===== config.mk =====
export PLATFORM = sky130hd
export DESIGN_NAME = req_steer
export DESIGN_NICKNAME = d
export VERILOG_FILES = /design/src/rtl/req_steer_pkg.sv /design/src/rtl/req_steer_cfg.sv /design/src/rtl/req_steer_xbar.sv /design/src/rtl/req_steer_dma.sv /design/src/rtl/req_steer.sv
export SDC_FILE = /design/constraint.sdc
export NUM_CORES = 1
export LEC_CHECK = 0
export ABC_CLOCK_PERIOD_IN_PS = 2170
export BUFFER_PORTS_ARGS = -buffer_cell sky130_fd_sc_hd__clkbuf_2
export CORE_AREA = 2 2 47 49
export CTS_BUF_LIST = sky130_fd_sc_hd__clkbuf_4
export CTS_CLUSTER_DIAMETER = 30
export DETAILED_ROUTE_END_ITERATION = 12
export DIE_AREA = 0 0 49 51
export HOLD_SLACK_MARGIN = 0.02
export PLACE_DENSITY_LB_ADDON = 0.2
export SYNTH_ARGS = -nofsm -noshare
export SYNTH_HDL_FRONTEND = slang
export SYNTH_HIERARCHICAL = 1
export SYNTH_SLANG_ARGS = --single-unit

===== constraint.sdc =====
create_clock -name clk_i -period 2.17 [get_ports clk_i]
set_clock_uncertainty 0.2 [all_clocks]
set_input_delay 0.434 -clock clk_i [delete_from_list [all_inputs] [get_ports clk_i]]
set_output_delay 0.434 -clock clk_i [all_outputs]
set_load 0.05 [all_outputs]

===== src/rtl/req_steer_pkg.sv =====
package req_steer_pkg;
  typedef logic [1:0] mode_t;
  localparam mode_t MODE_DMA = 2'b00;
  localparam mode_t MODE_EXT = 2'b01;
endpackage


===== src/rtl/req_steer_cfg.sv =====
module req_steer_cfg
  import req_steer_pkg::*;
#(
  parameter int N_SRC = 2,
  parameter int DST_W = 3,
  parameter int CH_W  = 1,
  parameter int A_W   = 2,
  parameter int REG_W = 4
) (
  input  logic                        clk_i,
  input  logic                        rst_ni,
  input  logic                        we_i,
  input  logic [A_W-1:0]              addr_i,
  input  logic [REG_W-1:0]            wdata_i,
  output mode_t                       mode_o,
  output logic [N_SRC-1:0]            route_en_o,
  output logic [N_SRC-1:0][DST_W-1:0] route_dst_o,
  output logic                        dma_en_o,
  output logic [CH_W-1:0]             dma_ch_o
);
  localparam int DMA_ADDR = N_SRC + 1;

  always_ff @(posedge clk_i or negedge rst_ni) begin
    if (!rst_ni) begin
      mode_o      <= MODE_DMA;
      route_en_o  <= '0;
      route_dst_o <= '0;
      dma_en_o    <= 1'b0;
      dma_ch_o    <= '0;
    end else if (we_i) begin
      if (addr_i == '0) mode_o <= wdata_i[1:0];
      for (int s = 0; s < N_SRC; s++) begin
        if (addr_i == A_W'(s + 1)) begin
          route_en_o[s]  <= wdata_i[DST_W];
          route_dst_o[s] <= wdata_i[DST_W-1:0];
        end
      end
      if (addr_i == A_W'(DMA_ADDR)) begin
        dma_en_o <= wdata_i[CH_W];
        dma_ch_o <= wdata_i[CH_W-1:0];
      end
    end
  end
endmodule


===== src/rtl/req_steer_xbar.sv =====
module req_steer_xbar #(
  parameter int N_SRC = 2,
  parameter int N_DST = 8,
  parameter int DST_W = 3
) (
  input  logic [N_SRC-1:0]            irq_i,
  input  logic [N_SRC-1:0]            en_i,
  input  logic [N_SRC-1:0][DST_W-1:0] dst_i,
  input  logic [N_DST-1:0]            dst_mask_i,
  output logic [N_DST-1:0]            lvl_o,
  output logic [N_DST-1:0]            oe_o
);
  for (genvar d = 0; d < N_DST; d++) begin : g_dst
    logic [N_SRC-1:0] hit;
    for (genvar s = 0; s < N_SRC; s++) begin : g_src
      assign hit[s] = en_i[s] && (dst_i[s] == DST_W'(d));
    end
    // sources sharing a line are wire-ORed
    assign oe_o[d]  = dst_mask_i[d] & (|hit);
    assign lvl_o[d] = dst_mask_i[d] & (|(hit & irq_i));
  end
endmodule


===== src/rtl/req_steer_dma.sv =====
module req_steer_dma #(
  parameter int N_DMA = 2,
  parameter int CH_W  = 1
) (
  input  logic             active_i,
  input  logic             en_i,
  input  logic [CH_W-1:0]  ch_i,
  input  logic             req_i,
  input  logic [N_DMA-1:0] ack_n_i,
  output logic [N_DMA-1:0] drq_o,
  output logic [N_DMA-1:0] drq_oe_o,
  output logic             ack_n_o
);
  always_comb begin
    drq_o    = '0;
    drq_oe_o = '0;
    ack_n_o  = 1'b1;
    for (int k = 0; k < N_DMA; k++) begin
      if (active_i && en_i && (ch_i == CH_W'(k))) begin
        drq_oe_o[k] = 1'b1;
        drq_o[k]    = req_i;
        ack_n_o     = ack_n_i[k];
      end
    end
  end
endmodule


===== src/rtl/req_steer.sv =====
module req_steer
  import req_steer_pkg::*;
#(
  parameter int N_SRC  = 2,
  parameter int N_BASE = 6,
  parameter int N_DMA  = 2,
  localparam int N_DST = N_BASE + N_DMA,
  localparam int DST_W = $clog2(N_DST),
  localparam int CH_W  = (N_DMA > 1) ? $clog2(N_DMA) : 1,
  localparam int A_W   = $clog2(N_SRC + 2),
  localparam int REG_W = ((DST_W + 1) > (CH_W + 1)) ?
                         (((DST_W + 1) > 2) ? DST_W + 1 : 2) :
                         (((CH_W + 1) > 2) ? CH_W + 1 : 2)
) (
  input  logic              clk_i,
  input  logic              rst_ni,
  input  logic              cfg_we_i,
  input  logic [A_W-1:0]    cfg_addr_i,
  input  logic [REG_W-1:0]  cfg_wdata_i,
  input  logic [N_SRC-1:0]  irq_in_i,
  input  logic              card_req_pin_i,
  output logic              card_req_pin_o,
  output logic              card_req_pin_oe_o,
  output logic              card_ack_pin_o,
  input  logic [1:0]        cs_n_i,
  output logic [N_BASE-1:0] isa_irq_o,
  output logic [N_BASE-1:0] isa_irq_oe_o,
  output logic [N_DMA-1:0]  isa_dma_pin_o,
  output logic [N_DMA-1:0]  isa_dma_pin_oe_o,
  input  logic [N_DMA-1:0]  isa_ack_pin_i,
  output logic [N_DMA-1:0]  addr_hi_o
);
  mode_t                       mode_q;
  logic [N_SRC-1:0]            route_en;
  logic [N_SRC-1:0][DST_W-1:0] route_dst;
  logic                        dma_en;
  logic [CH_W-1:0]             dma_ch;
  logic                        mode_dma, mode_ext;
  logic [N_DST-1:0]            dst_mask, lvl, lvl_oe;
  logic [N_DMA-1:0]            drq, drq_oe;
  logic                        dack_n;

  req_steer_cfg #(
    .N_SRC(N_SRC), .DST_W(DST_W), .CH_W(CH_W), .A_W(A_W), .REG_W(REG_W)
  ) u_cfg (
    .clk_i       (clk_i),
    .rst_ni      (rst_ni),
    .we_i        (cfg_we_i),
    .addr_i      (cfg_addr_i),
    .wdata_i     (cfg_wdata_i),
    .mode_o      (mode_q),
    .route_en_o  (route_en),
    .route_dst_o (route_dst),
    .dma_en_o    (dma_en),
    .dma_ch_o    (dma_ch)
  );

  assign mode_dma = (mode_q == MODE_DMA);
  assign mode_ext = (mode_q == MODE_EXT);
  // extra destinations exist only while the shared pins are interrupt lines
  assign dst_mask = {{N_DMA{mode_ext}}, {N_BASE{1'b1}}};

  req_steer_xbar #(
    .N_SRC(N_SRC), .N_DST(N_DST), .DST_W(DST_W)
  ) u_xbar (
    .irq_i      (irq_in_i),
    .en_i       (route_en),
    .dst_i      (route_dst),
    .dst_mask_i (dst_mask),
    .lvl_o      (lvl),
    .oe_o       (lvl_oe)
  );

  req_steer_dma #(
    .N_DMA(N_DMA), .CH_W(CH_W)
  ) u_dma (
    .active_i (mode_dma),
    .en_i     (dma_en),
    .ch_i     (dma_ch),
    .req_i    (card_req_pin_i),
    .ack_n_i  (isa_ack_pin_i),
    .drq_o    (drq),
    .drq_oe_o (drq_oe),
    .ack_n_o  (dack_n)
  );

  assign isa_irq_o        = lvl[N_BASE-1:0];
  assign isa_irq_oe_o     = lvl_oe[N_BASE-1:0];
  assign isa_dma_pin_o    = mode_ext ? lvl[N_DST-1:N_BASE]    : drq;
  assign isa_dma_pin_oe_o = mode_ext ? lvl_oe[N_DST-1:N_BASE] : drq_oe;

  assign card_req_pin_oe_o = mode_ext;
  assign card_req_pin_o    = mode_ext & cs_n_i[0];
  assign card_ack_pin_o    = mode_ext ? cs_n_i[1] : dack_n;
  assign addr_hi_o         = mode_ext ? isa_ack_pin_i : '0;
endmodule


==> results.md <==
| Result | This run |
| --- | --- |
| Arr. time, crit path | 1.59 ns |
| Met3 track demand over resource | 0.0175 |
| Effective utilization at floorplan | 0.460 |
| Number of buffers on the longest clock path | 2 |
| Antenna violations before repair | 0 |
| Register area | 303 sq um |
| Commonest non-fill, non-tap cells in the layout | 19 x sky130_fd_sc_hd__clkbuf_2, 14 x sky130_fd_sc_hd__buf_4, 12 x sky130_fd_sc_hd__mux2_2, 12 x sky130_fd_sc_hd__conb_1, 10 x sky130_fd_sc_hd__dfrtp_1 |
| H-tree depth | 1 |
| Via count of the first global-routing pass | 869 |
| Critical path endpoint category | output pin |
| Share of synthesized flip-flops with an asynchronous set or reset | 1.00 |
| Kind of critical path | flop to output pin |
| Ratio of final minimum period to clock period | 1.03 |
| Grt peak-use layer | met2 |
| Global Route met1 Usage | 0.247 |
| Prevailing post-synth register cell | sky130_fd_sc_hd__dfrtp_1 |
| Netlist Area Pre-Place | 950 sq um |
| Warnings from Yosys | 6 |
| Cells after DPL | 168 |
| Max_cap viols | 0 |
| Global-route usage over all layers | 0.202 |
| Antenna fix cells | 0 |
| Estimated wirelength of the detail-placed design | 1.82 mm |
| Pre-CTS worst setup slack | 0.127 ns |
| Remaining antenna violation count | 0 |
| Initial DRC count | 33 |
| Area of the placeable core | 0.00206 sq mm |
| Clock-pin slew of the registers on the worst-case setup and hold paths | 0.07 ns |
| Number of sinks on the clock net | 12 |
| First-pass GRT wire length | 3.92 mm |
| Number of vias in the routed layout | 941 |
| Critical path fanouts, max | 4 |
| Worst Hold Class | primary input to flop |
| Aggregate routed wire length | 2.41 mm |
| Number of enable flip-flop cells after synthesis | 0 |
| Hold violation count in the final report | 0 |
| Final Util | 0.702 |
| Synth-to-Final Area Change | 52.6% |
| Number of buffers added by the clock tree synthesis step | 3 |
| Netlist cell types | 31 |
| Pwr dens | 671 mW/mm^2 |
| Cell Rows | 17 |
| CP Launch Type | flop |
| Ratio of cells with drive above 1 in the final layout | 0.555 |
| Syn_area_per_cell | 10.7 sq um |
| Final Slew Violations | 0 |
| Clock root buffer | sky130_fd_sc_hd__clkbuf_4 |
| Multi-input gate area | 719 sq um |
| Overflow left after global routing | 0 |
| I/O Pins | 37 |
| Post-route DRC violation count | 0 |
| Register area share after synthesis | 0.316 |
| Number of nets in the final layout | 163 |
| Layout filler cell count | 176 |
| CTS tree | built |
| Post-Syn Instances | 89 |
| Initial DRT Pass Iterations | 4 |
| Vias per cell | 5.41 |
| Maximum number of pins on one net before global-route repair | 13 |
| Area of the die | 0.00250 sq mm |
| WL/cell | 13.9 um |
| Final std cells w/o fill | 174 |
| Yosys reg bits | 12 |
| Chip width | 49 um |
| Cell leakage power | 0.659 nW |
| Most common cell after layout, fill and taps aside | sky130_fd_sc_hd__clkbuf_2 |
| Vertical die dimension | 51 um |
| Post-layout minimum cycle time | 2.23 ns |
| RD Place Congestion | 0.766 |
| Buffers added on ports | 36 |
| Setup-failing EPs final | 3 |
| Met2 GRT Util | 0.372 |
| Later-pin clock latency in the skew report | 0.26 ns |
| Pwr Total | 0.973 mW |
| Worst supply voltage drop on vdd | 0.000469 V |
| Highest attainable clock frequency | 449 MHz |
| Critical path required time | 1.54 ns |
| Violated checks | negative setup slack |
| Result of the run | finished with violations |
| Unrepaired setup endpoints after global routing | yes |
| Setup ws final | -0.0565 ns |
[worst paths after layout]
kind | cells past startpoint | slack, ns | end | startpoint
max reg2reg | 2 | 0.95 | u_cfg/route_dst_o[0] | u_cfg/route_dst_o[0]
min reg2reg | 1 | 0.36 | u_cfg/dma_en_o | u_cfg/dma_en_o
min in group asynchronous | 2 | 0.37 | u_cfg/mode_o[0] | rst_ni
max in group asynchronous | 2 | 1.16 | u_cfg/route_en_o[0] | rst_ni
min | 2 | 0.22 | u_cfg/route_dst_o[2] | cfg_wdata_i[2]
max | 3 | -0.06 | isa_irq_oe_o[0] | u_cfg/route_dst_o[1]
[area by class of cell]
cell class              instances  share of cell area
well taps                      28              0.0242
flip-flops and latches         12               0.209
clock inverters                 1             0.00259
clock buffers                   3              0.0155
multi-input cells              83               0.497
repair buffers                 45               0.247
inverters                       2             0.00518
[per-layer routing]
layer,part of all wire,wire (um)
met1,0.41,986
met2,0.53,1270
met3,0.052,125
met4,0.013,31
met5,0,0
[registers in the layout, summed over array words and instances, names as in the netlist]
signal / count
u_cfg/route_en_o: 2
u_cfg/dma_ch_o: 1
u_cfg/mode_o: 2
u_cfg/route_dst_o: 6
u_cfg/dma_en_o: 1
[where the power goes]
| group | switching, mW | internal, mW |
|---|---|---|
| logic | 0.287 | 0.228 |
| registers | 0.0570 | 0.268 |
| clock network | 0.0668 | 0.0665 |
| total | 0.411 | 0.562 |
[cell usage after synthesis, types with 3 or more instances]
library cell,number,area share
sky130_fd_sc_hd__and2_1,3,0.020
sky130_fd_sc_hd__and2_2,3,0.024
sky130_fd_sc_hd__dfrtp_1,12,0.32
sky130_fd_sc_hd__mux2_2,12,0.14
sky130_fd_sc_hd__mux2_4,5,0.079
sky130_fd_sc_hd__nand2_1,3,0.012
sky130_fd_sc_hd__nand4_1,4,0.026
sky130_fd_sc_hd__nand4b_1,6,0.055
sky130_fd_sc_hd__o22ai_1,10,0.066
sky130_fd_sc_hd__o2bb2ai_1,3,0.028
[kinds of logic (layout without fill, tap and decap cells)]
kind of cell,Yosys count,count (layout),share of synthesized area
AOI/OAI and AO/OA,16,16,0.123
buffers and inverters,5,51,0.0290
and+or+nand+nor,37,37,0.296
DFF,12,12,0.316
muxes,18,18,0.232
other,1,12,0.00395
[worst max-delay path: stages, from the launching register on]
cell and delay, ns:
sky130_fd_sc_hd__dfrtp_1 0.41, sky130_fd_sc_hd__or4bb_4 0.57, sky130_fd_sc_hd__o22ai_2 0.17, sky130_fd_sc_hd__buf_8 0.17
[stage by stage]
step / hold slack [ns] / cell area, sq um / TNS (ns)
final: 0.221 / 1450 / -0.0982
after global placement: 0.128 / 1240 / 0
after CTS: 0.210 / 1360 / -0.139
after floorplan: -0.0616 / 991 / -0.414
after global routing: 0.204 / 1450 / -0.712
after detailed placement: 0.124 / 1240 / 0
[what timing repair did]
item	CTS	global route
setup endpoints to repair	10	17
endpoints found under the hold margin	12	0
hold buffers	1	0
resized for setup	22	38
pin swaps	0	6
setup buffers	0	1
Power figures use the tool's default switching activity.
